[src/rtl/wdg_pkg.sv]
package wdg_pkg;
  localparam logic [3:0] OFS_CTRL   = 4'h0;
  localparam logic [3:0] OFS_RELOAD = 4'h4;
  localparam logic [3:0] OFS_KEY    = 4'h8;
  localparam logic [3:0] OFS_COUNT  = 4'hC;

  localparam logic [7:0] KEY_FIRST  = 8'hAA;
  localparam logic [7:0] KEY_SECOND = 8'h55;

  localparam int CTRL_EN    = 0;
  localparam int CTRL_RSTEN = 1;
  localparam int CTRL_FLAG  = 2;

  typedef enum logic {
    KEY_IDLE,
    KEY_HALF
  } key_state_t;
endpackage

[src/rtl/wdg_key_seq.sv]
module wdg_key_seq
  import wdg_pkg::*;
(
  input  logic       clk,
  input  logic       rst_n,
  input  logic       key_wr,
  input  logic       other_acc,
  input  logic [7:0] key_byte,
  output logic       key_ok,
  output logic       key_bad
);
  key_state_t st_q, st_d;

  always_comb begin
    key_ok  = 1'b0;
    key_bad = 1'b0;
    st_d    = st_q;
    unique case (st_q)
      KEY_IDLE: begin
        if (key_wr && key_byte == KEY_FIRST) st_d = KEY_HALF;
      end
      KEY_HALF: begin
        if (key_wr) begin
          key_ok  = (key_byte == KEY_SECOND);
          key_bad = (key_byte != KEY_SECOND);
          st_d    = KEY_IDLE;
        end else if (other_acc) begin
          st_d = KEY_IDLE;
        end
      end
      default: st_d = KEY_IDLE;
    endcase
  end

  always_ff @(posedge clk or negedge rst_n) begin
    if (!rst_n) st_q <= KEY_IDLE;
    else        st_q <= st_d;
  end
endmodule

[src/rtl/wdg_prescaler.sv]
module wdg_prescaler #(
  parameter int DIV = 4
) (
  input  logic clk,
  input  logic rst_n,
  input  logic run,
  input  logic clear,
  output logic tick
);
  localparam int PW = (DIV > 1) ? $clog2(DIV) : 1;
  localparam logic [PW-1:0] LAST = PW'(DIV - 1);

  logic [PW-1:0] ph_q;

  assign tick = run && !clear && (ph_q == LAST);

  always_ff @(posedge clk or negedge rst_n) begin
    if (!rst_n)              ph_q <= '0;
    else if (clear)          ph_q <= '0;
    else if (run) begin
      if (ph_q == LAST)      ph_q <= '0;
      else                   ph_q <= ph_q + 1'b1;
    end
  end
endmodule

[src/rtl/wdg_down_counter.sv]
module wdg_down_counter #(
  parameter int W = 24
) (
  input  logic         clk,
  input  logic         rst_n,
  input  logic         load,
  input  logic [W-1:0] load_val,
  input  logic         step,
  output logic [W-1:0] value,
  output logic         expire
);
  localparam logic [W-1:0] ONE = W'(1);

  logic [W-1:0] val_q;

  assign value  = val_q;
  assign expire = step && !load && (val_q == ONE);

  always_ff @(posedge clk or negedge rst_n) begin
    if (!rst_n)                      val_q <= '1;
    else if (load)                   val_q <= load_val;
    else if (step && val_q != '0)    val_q <= val_q - ONE;
  end
endmodule

[src/rtl/wdg_timer.sv]
module wdg_timer
  import wdg_pkg::*;
#(
  parameter int CNT_W  = 24,
  parameter int DATA_W = 32,
  parameter int PRESC  = 4,
  parameter int TC_MIN = 255
) (
  input  logic              clk,
  input  logic              rst_n,
  input  logic              wr_en,
  input  logic              rd_en,
  input  logic [3:0]        addr,
  input  logic [DATA_W-1:0] wdata,
  output logic [DATA_W-1:0] rdata,
  output logic              wdg_rst_o
);
  localparam logic [CNT_W-1:0] FLOOR = CNT_W'(TC_MIN);

  logic             en_q, rsten_q, flag_q, armed_q, rst_q;
  logic [CNT_W-1:0] tc_q;
  logic [CNT_W-1:0] cnt;
  logic [CNT_W-1:0] tc_in;
  logic             key_wr, other_acc, key_ok, key_bad, tick, expire;

  assign key_wr    = wr_en && (addr == OFS_KEY);
  assign other_acc = (wr_en || rd_en) && !key_wr;
  assign tc_in     = wdata[CNT_W-1:0];

  wdg_key_seq u_key (
    .clk      (clk),
    .rst_n    (rst_n),
    .key_wr   (key_wr),
    .other_acc(other_acc),
    .key_byte (wdata[7:0]),
    .key_ok   (key_ok),
    .key_bad  (key_bad)
  );

  wdg_prescaler #(.DIV(PRESC)) u_presc (
    .clk  (clk),
    .rst_n(rst_n),
    .run  (armed_q),
    .clear(key_ok),
    .tick (tick)
  );

  wdg_down_counter #(.W(CNT_W)) u_cnt (
    .clk     (clk),
    .rst_n   (rst_n),
    .load    (key_ok),
    .load_val(tc_q),
    .step    (tick),
    .value   (cnt),
    .expire  (expire)
  );

  always_ff @(posedge clk or negedge rst_n) begin
    if (!rst_n) begin
      en_q    <= 1'b0;
      rsten_q <= 1'b0;
      flag_q  <= 1'b0;
      armed_q <= 1'b0;
      rst_q   <= 1'b0;
      tc_q    <= FLOOR;
    end else begin
      if (wr_en && addr == OFS_CTRL) begin
        en_q    <= en_q | wdata[CTRL_EN];
        rsten_q <= wdata[CTRL_RSTEN];
      end
      if (wr_en && addr == OFS_RELOAD)
        tc_q <= (tc_in < FLOOR) ? FLOOR : tc_in;
      if (key_ok && en_q) armed_q <= 1'b1;
      if (expire)         flag_q  <= 1'b1;
      rst_q <= !rst_q && ((expire && rsten_q) || (key_bad && en_q));
    end
  end

  always_comb begin
    rdata = '0;
    if (rd_en) begin
      unique case (addr)
        OFS_CTRL: begin
          rdata[CTRL_EN]    = en_q;
          rdata[CTRL_RSTEN] = rsten_q;
          rdata[CTRL_FLAG]  = flag_q;
        end
        OFS_RELOAD: rdata = DATA_W'(tc_q);
        OFS_COUNT:  rdata = DATA_W'(cnt);
        default:    rdata = '0;
      endcase
    end
  end

  assign wdg_rst_o = rst_q;
endmodule

[config.mk]
export PLATFORM = sky130hd
export DESIGN_NAME = wdg_timer
export DESIGN_NICKNAME = d
export VERILOG_FILES = /design/src/rtl/wdg_pkg.sv /design/src/rtl/wdg_key_seq.sv /design/src/rtl/wdg_prescaler.sv /design/src/rtl/wdg_down_counter.sv /design/src/rtl/wdg_timer.sv
export SDC_FILE = /design/constraint.sdc
export NUM_CORES = 1
export LEC_CHECK = 0
export BUFFER_PORTS_ARGS = -buffer_cell sky130_fd_sc_hd__buf_4
export CAP_MARGIN = 10
export CELL_PAD_IN_SITES_DETAIL_PLACEMENT = 1
export CELL_PAD_IN_SITES_GLOBAL_PLACEMENT = 1
export CORE_AREA = 2 2 94 96
export CTS_CLUSTER_SIZE = 8
export DETAILED_ROUTE_END_ITERATION = 16
export DIE_AREA = 0 0 96 98
export GPL_TIMING_DRIVEN = 0
export HOLD_SLACK_MARGIN = 0.06
export PLACE_DENSITY_LB_ADDON = 0.1
export SYNTH_ARGS = -nofsm -noshare
export SYNTH_HDL_FRONTEND = slang
export SYNTH_SLANG_ARGS = --single-unit
[constraint.sdc]
create_clock -name clk -period 3.7 [get_ports clk]
set_input_delay 0.74 -clock clk [delete_from_list [all_inputs] [get_ports clk]]
set_output_delay 0.74 -clock clk [all_outputs]
set_load 0.005 [all_outputs]
### Word-level counts from Yosys, hierarchy flattened

Index checks and enable logic that the tools add are counted.

* register bits: 56
* input bits: 40
* word-level logic and storage cells: 62

* reduce and logical (&&, ||, !) cells: 23
* $lt $le $gt $ge: 1
* $add $sub $neg: 2
* bitwise logic cells: 2
* equal/unequal tests: 8
* mux-type cells: 17

Operator list (number)
* $mux W24: 4
* $pmux W21 S2: 1
* $eq A24 B1 Y1 const B: 1
* $lt A24 B8 Y1 const B: 1
* $reduce_bool A24 Y1: 1
* $sub A24 B1 Y24 const B: 1
* $logic_and A1 B1 Y1: 14
* $pmux W3 S3: 1
* $eq A4 B4 Y1 const B: 2
* $eq A8 B7 Y1 const B: 1
* $eq A8 B8 Y1 const B: 1
* $ne A8 B7 Y1 const B: 1
* $mux W1: 7
* $mux W2: 3
* $eq A4 B3 Y1 const B: 1
* $logic_not A4 Y1: 1
* $reduce_bool A2 Y1: 2
* $logic_not A1 Y1: 3
* $add A2 B1 Y2 const B: 1
* $eq A2 B2 Y1 const B: 1
* $logic_or A1 B1 Y1: 2
* $pmux W1 S2: 1
* $not A1 Y1: 1
* $or A1 B1 Y1: 1

### Longest topological paths before layout

* word-level depth: 12
* mapped depth: 8

### Hierarchy

From an unflattened synthesis, not the netlist that was laid out.

* cells, all modules: 358
* area total of the unflattened synthesis: 3636.0 um2

Modules (own cells, without submodules)
* wdg_timer: sequential area each 735.7 um2, area each 1780.5 um2, times used 1, cells each 159
* wdg_down_counter: sequential area each 630.6 um2, area each 1634.1 um2, times used 1, cells each 178
* wdg_key_seq: sequential area each 25.0 um2, area each 113.9 um2, times used 1, cells each 11
* wdg_prescaler: sequential area each 50.0 um2, area each 107.6 um2, times used 1, cells each 10

### Worst setup path after synthesis

No wires, ideal clock.

* path kind: input to output
* start: input port addr[2]
* end: output port rdata[10]
* path slack: 932 ps
* stages: 5
* data arrival time: 2028 ps
* required time: 2960 ps
* cell sequence: clkbuf_1 nor4b_1 clkbuf_1 a22oi_1 nor2b_1

* longest elaborated chain between the ends: 3

RTL lines
* start, declared: RTL line wdg_timer.sv:13 `input logic [3:0] addr,`
* $eq A4 B4 Y1 / $eq A4 B3 Y1 (equally long branches): RTL line wdg_timer.sv:82 `unique case (addr)`
* $pmux W21 S2 (*): RTL line wdg_timer.sv:82
* $mux W24 (*): RTL line wdg_timer.sv:81 `if (rd_en) begin`
* end, declared: RTL line wdg_timer.sv:15 `output logic [DATA_W-1:0] rdata,`

Mark *: on every way between the ends. The rest lies on a longest branch, timed or not.

### Worst setup path in the final report

* start: input port addr[2]
* end: output port rdata[3]

Same word-level chain as after synthesis.

==> flow_summary.yaml <==
routing:
  detail-route-antenna-nets: 0
  route.detailed.drc: 0
  drt_iter0_markers: 132
  viasPerCell: 5.562
  num_vias: 2998
  wirelength_um: 9531
  wl_per_cell_um: 17.68
  dr.pass1.iters: 6
floorplan:
  fp.dieW_um: 96
  chipHeight_um: 98
  start_util_pct: 38.50
  rows: 34
  fp.dieArea_sq_um: 9408
  core_area_sq_um: 8466
  io_pins: 73
min_path:
  hp-start: "wdg_rst_o"
  hold_class: "reg -> reg"
  hold_end: "wdg_rst_o"
  worstHoldPathCells: 1
cts:
  ctsHtreeMaxLevel: 2
  root_buffer: "clkbuf_8"
  ctsResizeCount: 0
  path_clk_slew_ns: 0.09
  clock_path_buffers: 2
  clock_sinks: 56
  cts_tree: "yes"
  ctsHoldBuffers: 0
  cts_setup_buffers: 0
  clkLatencyLatePin_ns: 0.31
  cts_made_buffers: 5
worst_setup_path:
  ff2ff_path_depth: 6
  crit_path_start_kind: "input port"
  worst_r2r_startpoint: "u_cnt.value[8]"
  ff2ff_setup_slack_ns: 0.99
  r2r_end: "u_cnt.value[17]"
  required_ns: 2.96
  crit_path_end_kind: "primary output"
  critPathArrivalTime_ns: 2.45
  crit_type: "in -> out"
  worstPathMaxFanout: 10
logic_synthesis:
  synthesis.area_sq_um: 3259
  synth.most_common_cell: "nand2_1"
  synth_area_leaders: "dfstp_2 (26%), dfrtp_1 (18%), nand2_1 (7.4%)"
  async_reset_ff_share_pct: 100.0
  seq_area_frac_synth_pct: 44.22
  synth_seq_cells: 56
  synth_ff_type: "dfstp_2"
  yosysTopAreaCell: "dfstp_2"
  ys_top_cells_by_count: "nand2_1 (64), dfstp_2 (32), nor2_1 (26)"
  ys_types: 47
  synth_enable_flop_cells: 0
  synthCells: 362
  syn-mean-instance-area_sq_um: 9.004
  synth_top_area_share_pct: 25.80
  yosysWarnings: 0
layout:
  areaGrowthSynthToFinish_pct: 20.35
  multi_input_area_sq_um: 1699
  drive_above_1_share_pct: 26.91
  final_util_pct: 46.33
  n_fill_cell: 1021
  n_antenna_cell: 0
  final_nets: 474
  seq_area_sq_um: 1441
power_and_ir_drop:
  pwr-share-comb_pct: 12.8
  power_density_nw_per_um2: 321.3
  p_leak_nw: 1.552
  pwr-share-clk_pct: 28.0
  seq_power_share_pct: 59.1
  p_int_uw: 928.7
  peakVddDrop_uv: 145.8
  swShare_pct: 26.31
  switchingPower_uw: 331.6
timing:
  tns_ns: 0
  relSlewSlack_pct: 27.82
  hold_viol_final: 0
  clock.fmax_mhz: 313.5
  fin_crit_ns: 3.190
  rsz0062_at_grt: "no"
  finalSetupViolations: 0
  finalMaxSlewViolations: 0
  min_period_over_period_pct: 86.21
  skew_ns: 0.01168
  tightest_slew_ns: 1.080
place:
  dpl.hpwl_um: 6968
  gp_congestion: 0.8439
  io_buffers: 54
global_route:
  grt_max_degree: 57
  grt_use_total_pct: 20.88
  grt_overflow: 0
  grt_pass1_wl_um: 15330
  grt_pass1_vias: 2987
  antenna_found_initial: 0
run_status:
  outcome: "finished clean"
run:
  max_cap_viol_count: 0
-- power groups by stage --
stage / Combinational (mW) / Clock (mW) / Sequential, mW
floorplan: 0.0943 / 0 / 0.736
global placement: 0.160 / 0 / 0.755
detailed placement: 0.164 / 0 / 0.756
CTS: 0.165 / 0.363 / 0.746
global route: 0.182 / 0.391 / 0.754
finish: 0.162 / 0.353 / 0.745
-- stage by stage --
step                      worst slack (ns)  hold slack, ns  instances  power [mW]  cell area [sq um]
after floorplan                     0.9319          0.4229        369      0.8302               3286
after global placement              0.2162          0.4204        531      0.9146               3826
after detailed placement            0.1891          0.4252        531      0.9199               3826
after CTS                           0.1769          0.4388        539       1.274               3916
after global routing                0.3373          0.4498        539       1.326               3923
final                               0.5102          0.4314        539       1.260               3923
-- how the worst max path moves through the flow --
stage,startpoint,to
finish,addr[2],rdata[3]
global route,addr[2],rdata[17]
CTS,addr[2],rdata[7]
detailed placement,addr[2],rdata[7]
global placement,addr[2],rdata[12]
floorplan,addr[2],rdata[10]
-- cells by family (layout without fill, tap and decap cells) --
logic type	after synthesis	count (layout)	synth area share (%)
AO/OA/AOI/OAI	80	80	17.20
flip-flops	56	56	44.22
adder cells (fa/ha/maj)	4	4	1.536
AND/OR/NAND/NOR	171	171	26.95
other	1	8	0.1151
multiplexers	8	8	2.649
buffers and inverters	32	94	4.645
XOR/XNOR	10	10	2.687
-- critical path, stage by stage --
cell and delay (ns):
clkbuf_1 0.25, nor4b_2 0.51, clkbuf_1 0.48, a22oi_1 0.19, nor2b_1 0.15, buf_4 0.12
-- flip-flops by register name, summed over array words and instances (netlist names) --
signal / count
wdg_rst_o: 1
tc_q: 24
rsten_q: 1
u_presc.ph_q: 2
en_q: 1
u_key.st_q: 1
armed_q: 1
flag_q: 1
u_cnt.value: 24
-- routing by layer --
layer	wire, um	up-vias	GRT usage, %
li1	-	1434	-
met1	4244	1506	28.71
met2	4761	50	34.99
met3	358	8	2.083
met4	165	0	5.275
met5	0	-	0
-- cells in the final DEF, fill, tap and decap left out, types with 6 or more instances in the layout --
cell type  count
clkbuf_1      22
dfstp_2       32
o22a_1         8
dfrtp_1       24
buf_4         62
xor2_1         7
or4_1          8
a22oi_1       24
o21ai_0       16
nor2_1        26
nand4_1        6
or3_1         11
a31oi_1       10
clkbuf_8       6
conb_1         8
nand2_1       64
nor4_1         9
nor2b_1       21
-- final cells by class --
cell class | instances | area share (%)
Buffer | 29 | 3.573
Clock buffer | 8 | 2.297
Inverter | 3 | 0.2871
Multi-Input combinational cell | 281 | 43.32
Sequential cell | 56 | 36.75
Tap cell | 108 | 3.445
Timing Repair Buffer | 54 | 10.33
Power figures use the tool's default switching activity.
